`src/rtl/bt_pkg.sv`:
```
package bt_pkg;
    localparam int SEL_W   = 2;
    localparam int SEL_LSB = 2;
    localparam int WD_LSB  = 8;
    localparam int EN_BIT  = 16;
    localparam int DATA_W  = 32;
    localparam int CNT_W   = 8;

    typedef struct packed {
        logic [SEL_W-1:0] sel;
        logic             en;
    } ctrl_t;
endpackage

```
`src/rtl/bt_prescaler.sv`:
```
module bt_prescaler #(
    parameter int BASE_LOG2 = 13,
    parameter int SEL_W     = 2
) (
    input  logic             clk,
    input  logic             rst_n,
    input  logic [SEL_W-1:0] sel,
    input  logic             restart,
    output logic             tick
);
    localparam int PW = BASE_LOG2;

    typedef struct packed {
        logic [PW-1:0] pre;
    } pre_st_t;

    pre_st_t       st_d, st_q;
    logic [PW:0]   div_w;
    logic [PW:0]   term_w;

    always_comb begin
        div_w  = {{PW{1'b0}}, 1'b1} << (PW - int'(sel));
        term_w = div_w - 1'b1;
        tick   = (st_q.pre == term_w[PW-1:0]);
        st_d   = st_q;
        if (restart || tick) st_d.pre = '0;
        else                 st_d.pre = st_q.pre + 1'b1;
    end

    always_ff @(posedge clk or negedge rst_n) begin
        if (!rst_n) st_q <= '0;
        else        st_q <= st_d;
    end

    // a tick period is at least two cycles
    a_r2_tick_gap: assert property (@(posedge clk) disable iff (!rst_n)
        tick |=> !tick);
endmodule

```
`src/rtl/bt_interval.sv`:
```
module bt_interval #(
    parameter int CNT_W = 8
) (
    input  logic             clk,
    input  logic             rst_n,
    input  logic             tick,
    output logic [CNT_W-1:0] count,
    output logic             irq
);
    typedef struct packed {
        logic [CNT_W-1:0] cnt;
        logic             irq;
    } iv_st_t;

    iv_st_t st_d, st_q;

    always_comb begin
        st_d     = st_q;
        st_d.irq = 1'b0;
        if (tick) begin
            if (&st_q.cnt) begin
                st_d.cnt = '0;
                st_d.irq = 1'b1;
            end else begin
                st_d.cnt = st_q.cnt + 1'b1;
            end
        end
    end

    always_ff @(posedge clk or negedge rst_n) begin
        if (!rst_n) st_q <= '0;
        else        st_q <= st_d;
    end

    assign count = st_q.cnt;
    assign irq   = st_q.irq;

    a_r4_wrap: assert property (@(posedge clk) disable iff (!rst_n)
        (tick && (&count)) |=> (count == '0));
    a_r5_irq_on_wrap: assert property (@(posedge clk) disable iff (!rst_n)
        (tick && (&count)) |=> irq);
    a_r5_irq_single: assert property (@(posedge clk) disable iff (!rst_n)
        irq |=> !irq);
    a_r4_hold: assert property (@(posedge clk) disable iff (!rst_n)
        !tick |=> $stable(count));
endmodule

```
`src/rtl/bt_watchdog.sv`:
```
module bt_watchdog #(
    parameter int CNT_W = 8
) (
    input  logic             clk,
    input  logic             rst_n,
    input  logic             tick,
    input  logic             en,
    input  logic             load,
    input  logic [CNT_W-1:0] load_val,
    output logic [CNT_W-1:0] count,
    output logic             rst_req_n
);
    typedef struct packed {
        logic [CNT_W-1:0] wd;
        logic             trip;
    } wd_st_t;

    wd_st_t st_d, st_q;
    logic   full;

    always_comb begin
        full      = &st_q.wd;
        st_d      = st_q;
        st_d.trip = st_q.trip | (en & full);
        if (load)                     st_d.wd = load_val;
        else if (tick && en && !full) st_d.wd = st_q.wd + 1'b1;
    end

    always_ff @(posedge clk or negedge rst_n) begin
        if (!rst_n) st_q <= '0;
        else        st_q <= st_d;
    end

    assign count     = st_q.wd;
    assign rst_req_n = ~st_q.trip;

    a_r7_trip: assert property (@(posedge clk) disable iff (!rst_n)
        (en && (&count)) |=> !rst_req_n);
    a_r8_sticky: assert property (@(posedge clk) disable iff (!rst_n)
        !rst_req_n |=> !rst_req_n);
    a_r6_hold_off: assert property (@(posedge clk) disable iff (!rst_n)
        (!en && !load) |=> $stable(count));
endmodule

```
`src/rtl/bt_wdt_top.sv`:
```
module bt_wdt_top
    import bt_pkg::*;
#(
    parameter int BASE_LOG2 = 13
) (
    input  logic              clk,
    input  logic              rst_n,
    input  logic              wr_en,
    input  logic              addr,
    input  logic [DATA_W-1:0] wr_data,
    output logic [DATA_W-1:0] rd_data,
    output logic              irq_pulse,
    output logic              wdt_rst_n
);
    ctrl_t            ctrl_d, ctrl_q;
    logic             ctrl_wr;
    logic [SEL_W-1:0] wr_sel;
    logic             restart;
    logic             tick;
    logic [CNT_W-1:0] iv_count;
    logic [CNT_W-1:0] wd_count;

    always_comb begin
        ctrl_wr = wr_en && !addr;
        wr_sel  = wr_data[SEL_LSB +: SEL_W];
        restart = ctrl_wr && (wr_sel != ctrl_q.sel);
        ctrl_d  = ctrl_q;
        if (ctrl_wr) begin
            ctrl_d.sel = wr_sel;
            ctrl_d.en  = wr_data[EN_BIT];
        end
    end

    always_ff @(posedge clk or negedge rst_n) begin
        if (!rst_n) ctrl_q <= '0;
        else        ctrl_q <= ctrl_d;
    end

    bt_prescaler #(.BASE_LOG2(BASE_LOG2), .SEL_W(SEL_W)) u_pre (
        .clk(clk), .rst_n(rst_n), .sel(ctrl_q.sel), .restart(restart), .tick(tick));

    bt_interval #(.CNT_W(CNT_W)) u_iv (
        .clk(clk), .rst_n(rst_n), .tick(tick), .count(iv_count), .irq(irq_pulse));

    bt_watchdog #(.CNT_W(CNT_W)) u_wd (
        .clk(clk), .rst_n(rst_n), .tick(tick), .en(ctrl_q.en), .load(ctrl_wr),
        .load_val(wr_data[WD_LSB +: CNT_W]), .count(wd_count), .rst_req_n(wdt_rst_n));

    always_comb begin
        rd_data = '0;
        if (!addr) begin
            rd_data[SEL_LSB +: SEL_W] = ctrl_q.sel;
            rd_data[WD_LSB +: CNT_W]  = wd_count;
            rd_data[EN_BIT]           = ctrl_q.en;
        end else begin
            rd_data[CNT_W-1:0] = iv_count;
        end
    end

    a_r3_restart: assert property (@(posedge clk) disable iff (!rst_n)
        restart |=> !tick);
    a_r9_ignore: assert property (@(posedge clk) disable iff (!rst_n)
        (wr_en && addr) |=> $stable(ctrl_q));
endmodule

```
`config.mk`:
```
export PLATFORM = sky130hd
export DESIGN_NAME = bt_wdt_top
export DESIGN_NICKNAME = d
export VERILOG_FILES = /design/src/rtl/bt_pkg.sv /design/src/rtl/bt_prescaler.sv /design/src/rtl/bt_interval.sv /design/src/rtl/bt_watchdog.sv /design/src/rtl/bt_wdt_top.sv
export SDC_FILE = /design/constraint.sdc
export NUM_CORES = 1
export LEC_CHECK = 0
export BUFFER_PORTS_ARGS = -buffer_cell sky130_fd_sc_hd__buf_4
export CAP_MARGIN = 20
export CELL_PAD_IN_SITES_DETAIL_PLACEMENT = 1
export CELL_PAD_IN_SITES_GLOBAL_PLACEMENT = 2
export CORE_MARGIN = 3
export CORE_UTILIZATION = 34
export DETAILED_ROUTE_END_ITERATION = 8
export PLACE_DENSITY_LB_ADDON = 0.08
export SLEW_MARGIN = 5
export SYNTH_ARGS = -nofsm -noshare
export SYNTH_HDL_FRONTEND = slang
export SYNTH_HIERARCHICAL = 1
export SYNTH_SLANG_ARGS = --single-unit
```
`constraint.sdc`:
```
create_clock -name clk -period 4.39 [get_ports clk]
set_clock_uncertainty 0.15 [all_clocks]
set_input_delay 0.2195 -clock clk [delete_from_list [all_inputs] [get_ports clk]]
set_output_delay 0.2195 -clock clk [all_outputs]
set_load 0.03 [all_outputs]
```
==> parameters.txt, run 1 <==
Parameter                              Value

Run status
  Outcome    finished clean

Worst setup path
  Max stage delay cell, worst path    dfrtp_1
  Register-to-Register Setup Slack    1.95 ns
  Critical path data arrival time    2.44 ns
  Worst Setup Path Type    reg2reg
  Crit path required time    4.39 ns
  Cells along the critical path    ha_1 > nand3_4 > nor3_4 > a21boi_1 > buf_4 > nand4_1 > a2111oi_4 > o31ai_1
  Endpoint of the most critical register-to-register path    u_wd/count[5]
  Type of element launching the critical path    flop
  Stage delay of the slowest cell on the critical path    0.39 ns
  Crit path buffers/inverters    1
  Worst r2r src    u_pre/st_q[0]
  Critical-path maximum fanout    17
  Number of cells on the worst reg-to-reg path    8
  Capturing element type of the critical path    flop
  Critical path's top delay family    compound AO/OA/AOI/OAI gates

Placement
  PortBufs    33
  Routability cong.    0.693
  Number of placed instances, taps included    317
  Half-perimeter wire length of the detailed placement result    3.64 mm

Synthesis
  Number of flops mapped to enable cells by yosys    0
  Share of synthesized flip-flops with an asynchronous set or reset    100%
  Adder-cell area share of the yosys netlist    1.64%
  Prevailing post-synth register cell    dfrtp_1
  Post-synthesis cell type with the largest combined area    dfrtp_1
  Post-synthesis instance area    2290 µm²
  Sequential element share of the synthesized area    37.2%
  Register bit count reported by yosys    34
  Largest family of logic cells by synthesized area    simple AND/OR/NAND/NOR gates
  Gate count of the mapped netlist    223
  Synth top area cells    dfrtp_1, buf_4, xnor2_1, and2_1, mux2_2
  Post-synthesis compound-gate area fraction    11.6%
  Mux share of post-synthesis cell area    2.96%
  Top-area cell type share of the netlist area    37.2%
  Xor/xnor cell area share of the yosys netlist    6.51%
  Cell with the most instances after synthesis    dfrtp_1
  Synth unique cells    56
  Share of synthesized cell area in and, or, nand and nor gates    29.2%
  Yosys warns    6
  Mapped Avg Cell Area    10.3 µm²
  Top cells by instance count after synthesis    dfrtp_1, buf_4, nand2_1

Global routing
  Number of antenna violations at the first check in global routing    0
  Vias in the first global route    1,660
  Largest net degree at the start of global routing    35
  Congestion Overflow GR    0
  First-pass GRT wire length    8.45 mm
  Global-route usage over all layers    14.1%

STA
  Fin. max-slew vios    0
  Minimum period implied by the final worst setup slack    2.44 ns
  Unrepaired setup endpoints after global routing    false
  Hold Fails Final Rpt    0
  Total Neg Setup Slack    0 ns
  Worst-Margin Slew    0.542 ns
  Maximum operating frequency    409 MHz
  Setup violations, final    0
  Period utilization    55.7%
  Headroom to the max-slew limit    63.5%

Routing
  Vias    1,682
  Initial DRC count    58
  Count of antenna-violating nets left after detailed routing    0
  DRC    0
  WL final    5.10 mm
  Wire per inst    15.4 µm
  DRT Pass-1 Iters    4
  Per-cell via count in the routed design    5.10

Power
  Total power divided by cell area    320 nW/µm²
  VDD IR-drop max    0.0879 mV
  Reported leakage power    1.20 nW

Floorplanning
  Core area    6420 µm²
  Die Outline Area    7740 µm²
  Width of the chip    88.0 µm
  Chip Height    88.0 µm
  Number of cell rows    29
  Starting Density    35.6%
  Count of boundary I/O pins    70

Finish
  Fillers    751
  Proportion of layout cells with a drive suffix above 1    26.1%
  Antenna Cells    0
  Number of nets in the finished design    292
  Final std cells w/o fill    330
  Multi-input gate area in the final layout    1240 µm²
  Layout area overhead    13.4%
  Sequential cell area    851 µm²

Worst hold path
  Hold path start    wr_data[13]
  Hold Path End    u_wd/count[5]
  Number of cells on the worst hold path    3
  Path class of the lowest-slack min-delay path    in2reg

Clock tree
  Clock tree from TritonCTS    yes
  Clock Root Buffer    clkbuf_8
  # resized after CTS    0
  Clock buffer depth    2
  H-tree levels    2
  Clock latency on the worst-skew pair    0.28 ns
  Post CTS Setup Buffer Count    0
  Cts bufs inserted    5
  Total number of clock tree sinks    34
  Clk slew on worst S/H paths    0.07 ns

Flow run
  Number of max-cap violations    0
-- kinds of logic (layout without fill, tap and decap cells) --
| group | count (synthesis) | after routing |
|---|---|---|
| and+or+nand+nor | 97 | 97 |
| xor gates and xnor gates | 17 | 17 |
| adders and majority gates | 3 | 3 |
| muxes | 6 | 6 |
| other | 1 | 15 |
| DFF | 34 | 34 |
| buffers and inverters | 35 | 51 |
| AOI/OAI and AO/OA | 30 | 30 |
-- timing repair --
action	CTS	global route
endpoints found under the hold margin	38	0
endpoints found under the setup margin	0	0
hold buffers	5	0
-- worst max-delay path by stage --
stage | startpoint | end | cells past startpoint
detailed placement | addr | u_pre/st_q[1] | 6
floorplan | u_pre/st_q[0] | u_wd/count[5] | 8
CTS | u_pre/st_q[0] | u_wd/count[5] | 8
global route | u_pre/st_q[0] | u_wd/count[7] | 8
global placement | addr | u_pre/st_q[1] | 6
finish | u_pre/st_q[0] | u_wd/count[5] | 8
-- power breakdown --
part	internal, mW	total [mW]	switching, mW
registers	0.352	0.413	0.0607
logic	0.0911	0.201	0.109
clock network	0.109	0.217	0.108
-- layer usage --
layer	vias to the layer above	track usage [%]	part of all wire [%]
met3	4	3.10	3.2
met2	31	23.3	48
met4	0	3.77	0.57
met1	833	18.6	48
li1	814	-	-
met5	-	0	0
-- area by class of cell --
| type | count | area share, % |
|---|---|---|
| clock buffer | 7 | 2.94 |
| inverter | 4 | 0.579 |
| tap | 77 | 3.72 |
| multi-input combinational | 168 | 48.0 |
| sequential | 34 | 32.8 |
| timing repair buffer | 40 | 12.0 |
-- through the flow --
step	power (mW)	setup WS, ns	hold WS [ns]	area (µm²)	util, %
after CTS	0.848	1.93	0.00481	2590	40.3
after detailed placement	0.617	1.67	0.0630	2460	38.3
after global routing	0.888	1.79	0.0211	2590	40.4
after global placement	0.615	1.67	0.0607	2460	38.3
after floorplan	0.577	1.80	-0.226	2340	-
final	0.830	1.95	0.00610	2590	40.4
-- registers in the layout, indices dropped and copies added (netlist names) --
register,cells
u_pre/st_q,13
u_wd/count,8
ctrl_q,3
u_wd/st_q,1
u_iv/irq,1
u_iv/count,8
-- worst min-delay path: cells and delay by family --
| family | cells | cell delay (ns) |
|---|---|---|
| simple gates | 1 | 0.05 |
| buf+inv | 1 | 0.08 |
| compound gates | 1 | 0.06 |
-- placed cells by master, fill, tap and decap left out, types with 3 or more instances in the layout --
master,count
mux2_2,6
clkbuf_8,5
xor2_1,4
o31ai_1,5
and3_2,3
inv_1,4
nor2b_1,7
and2_1,14
nor2_1,5
nand3_1,12
a31oi_1,3
and2b_1,5
buf_4,34
dlygate4sd3_1,5
ha_1,3
nor3b_2,3
nand4_1,7
and3_1,3
a21oi_1,5
conb_1,15
dfrtp_1,34
xnor2_1,13
nand2_1,17
(Power assumes the default switching activity.)
==> inputs of run 2 (changes only) <==
Settings changed: CORE_UTILIZATION 34 to 28.
Clock period 4.39 ns to 2.1 ns, I/O delays scaled along.
==> parameters.txt, run 2 (synthesis results as in run 1) <==
Parameter                              Value

Floorplanning
  Count of boundary I/O pins    70
  Die Outline Area    9280 µm²
  Core area    7810 µm²
  Number of cell rows    32
  Chip Height    96.4 µm
  Starting Density    29.3%
  Width of the chip    96.4 µm

Global routing
  Congestion Overflow GR    0
  Number of antenna violations at the first check in global routing    0
  Vias in the first global route    1,818
  First-pass GRT wire length    9.40 mm
  Largest net degree at the start of global routing    35
  Global-route usage over all layers    13.2%

STA
  Minimum period implied by the final worst setup slack    2.08 ns
  Period utilization    99.1%
  Maximum operating frequency    481 MHz
  Fin. max-slew vios    0
  PnR worst setup slack    0.0190 ns
  Setup violations, final    0
  Unrepaired setup endpoints after global routing    true
  Hold Fails Final Rpt    0
  Hold WS    0.164 ns

Worst setup path
  Endpoint of the most critical register-to-register path    u_wd/count[1]
  Capturing element type of the critical path    flop
  Register-to-Register Setup Slack    0.02 ns
  Number of cells on the worst reg-to-reg path    8
  Worst r2r src    u_pre/st_q[12]
  Crit path required time    2.13 ns
  Type of element launching the critical path    flop
  Critical-path maximum fanout    12
  Launching element of the worst setup path    u_pre/st_q[12]
  Worst Setup Path Type    reg2reg
  Crit path capture    u_wd/count[1]
  Critical path data arrival time    2.11 ns

Routing
  DRC    0
  Initial DRC count    31
  Per-cell via count in the routed design    4.64
  DRT Pass-1 Iters    4
  WL final    5.73 mm
  Wire per inst    14.8 µm
  Count of antenna-violating nets left after detailed routing    0
  Vias    1,796

Finish
  Fillers    877
  Commonest non-fill, non-tap cell in the layout    buf_4
  Number of flip-flops under the largest register name    13
  Number of nets in the finished design    323
  Highest-count cells in the layout ignoring fill and taps    buf_4, dfrtp_1, nand2_1
  Antenna Cells    0
  Core utilization of the finished layout    38.3%
  Layout area overhead    30.7%
  Register name with the most flops    u_pre/st_q
  Proportion of layout cells with a drive suffix above 1    36.5%

Clock tree
  Clock buffer depth    2
  H-tree levels    2
  Clock Root Buffer    clkbuf_8
  Clock tree from TritonCTS    yes
  Total number of clock tree sinks    34
  Clk slew on worst S/H paths    0.08 ns
  Clock latency on the worst-skew pair    0.29 ns
  Cts bufs inserted    5

Flow run
  Number of max-cap violations    0

Power
  Reported leakage power    1.37 nW
  Total Power Consumption    1.89 mW
  VDD IR-drop max    0.230 mV
  Total power divided by cell area    632 nW/µm²

Worst hold path
  Path class of the lowest-slack min-delay path    in2async

Placement
  Routability cong.    0.762
  PortBufs    33
  Half-perimeter wire length of the detailed placement result    4.04 mm
  Post-Place Worst Slack    -0.0809 ns

Run status
  Outcome    finished clean
-- run 2: cell count changes in the layout (fill, tap and decap cells not counted), sizes merged --
cell / previous run / this run
clkinv: 0 / 1
buf: 34 / 59
clkbuf: 8 / 7
dlygate4sd3: 5 / 12
-- run 2: repair_timing --
| action | in CTS | in global routing |
|---|---|---|
| endpoints found under the setup margin | 5 | 12 |
| gates resized for setup | 2 | 8 |
| pin swaps | 1 | 4 |
| cloned | 0 | 0 |
| buffers inserted | 1 | 2 |
| endpoints found under the hold margin | 45 | 0 |
| hold buffers | 12 | 0 |
-- run 2: metrics by stage --
stage,area (µm²),std cells,setup TNS [ns]
floorplan,2380,237,-0.00871
global placement,2700,364,-0.132
detailed placement,2700,364,-0.179
CTS,2930,385,-0.0788
global route,2990,387,-0.787
finish,2990,387,0
-- run 2: layer usage --
metal	up-vias	part of all wire, %	track usage (%)
met1	889	47	17.4
met2	29	49	21.4
met5	-	0	0
li1	874	-	-
met4	0	0.56	3.50
met3	4	3.6	3.21
-- run 2: worst max-delay path, cell delays in order (launching register included) --
cell and delay, ns:
dfrtp_1 0.39, nor3b_2 0.26, nor3b_4 0.26, nor2_2 0.07, a21boi_4 0.15, buf_12 0.15
nand2_2 0.10, o2bb2ai_2 0.17, o31a_1 0.27
-- run 2: area by class of cell --
class	instances	area [µm²]	area share, %
sequential	34	851	28.5
inverter	4	15.0	0.503
tap	102	128	4.27
timing repair buffer	71	576	19.3
multi-input combinational	168	1330	44.4
clock inverter	1	5.00	0.168
clock buffer	7	86.3	2.89
-- run 2: power breakdown --
group,leakage (nW),internal (mW),switching [mW]
registers,0.443,0.736,0.127
clock network,0.0482,0.265,0.261
logic,0.881,0.245,0.255
-- run 2: worst min-delay path by stage --
stage	from	endpoint	slack, ns	depth (start not counted)
floorplan	rst_n	ctrl_q[0]	-0.34	0
detailed placement	rst_n	u_pre/st_q[11]	-0.04	1
global placement	rst_n	u_pre/st_q[11]	-0.04	1
global route	rst_n	u_wd/count[2]	0.21	2
finish	rst_n	u_wd/count[7]	0.16	2
CTS	rst_n	u_wd/count[6]	0.18	2
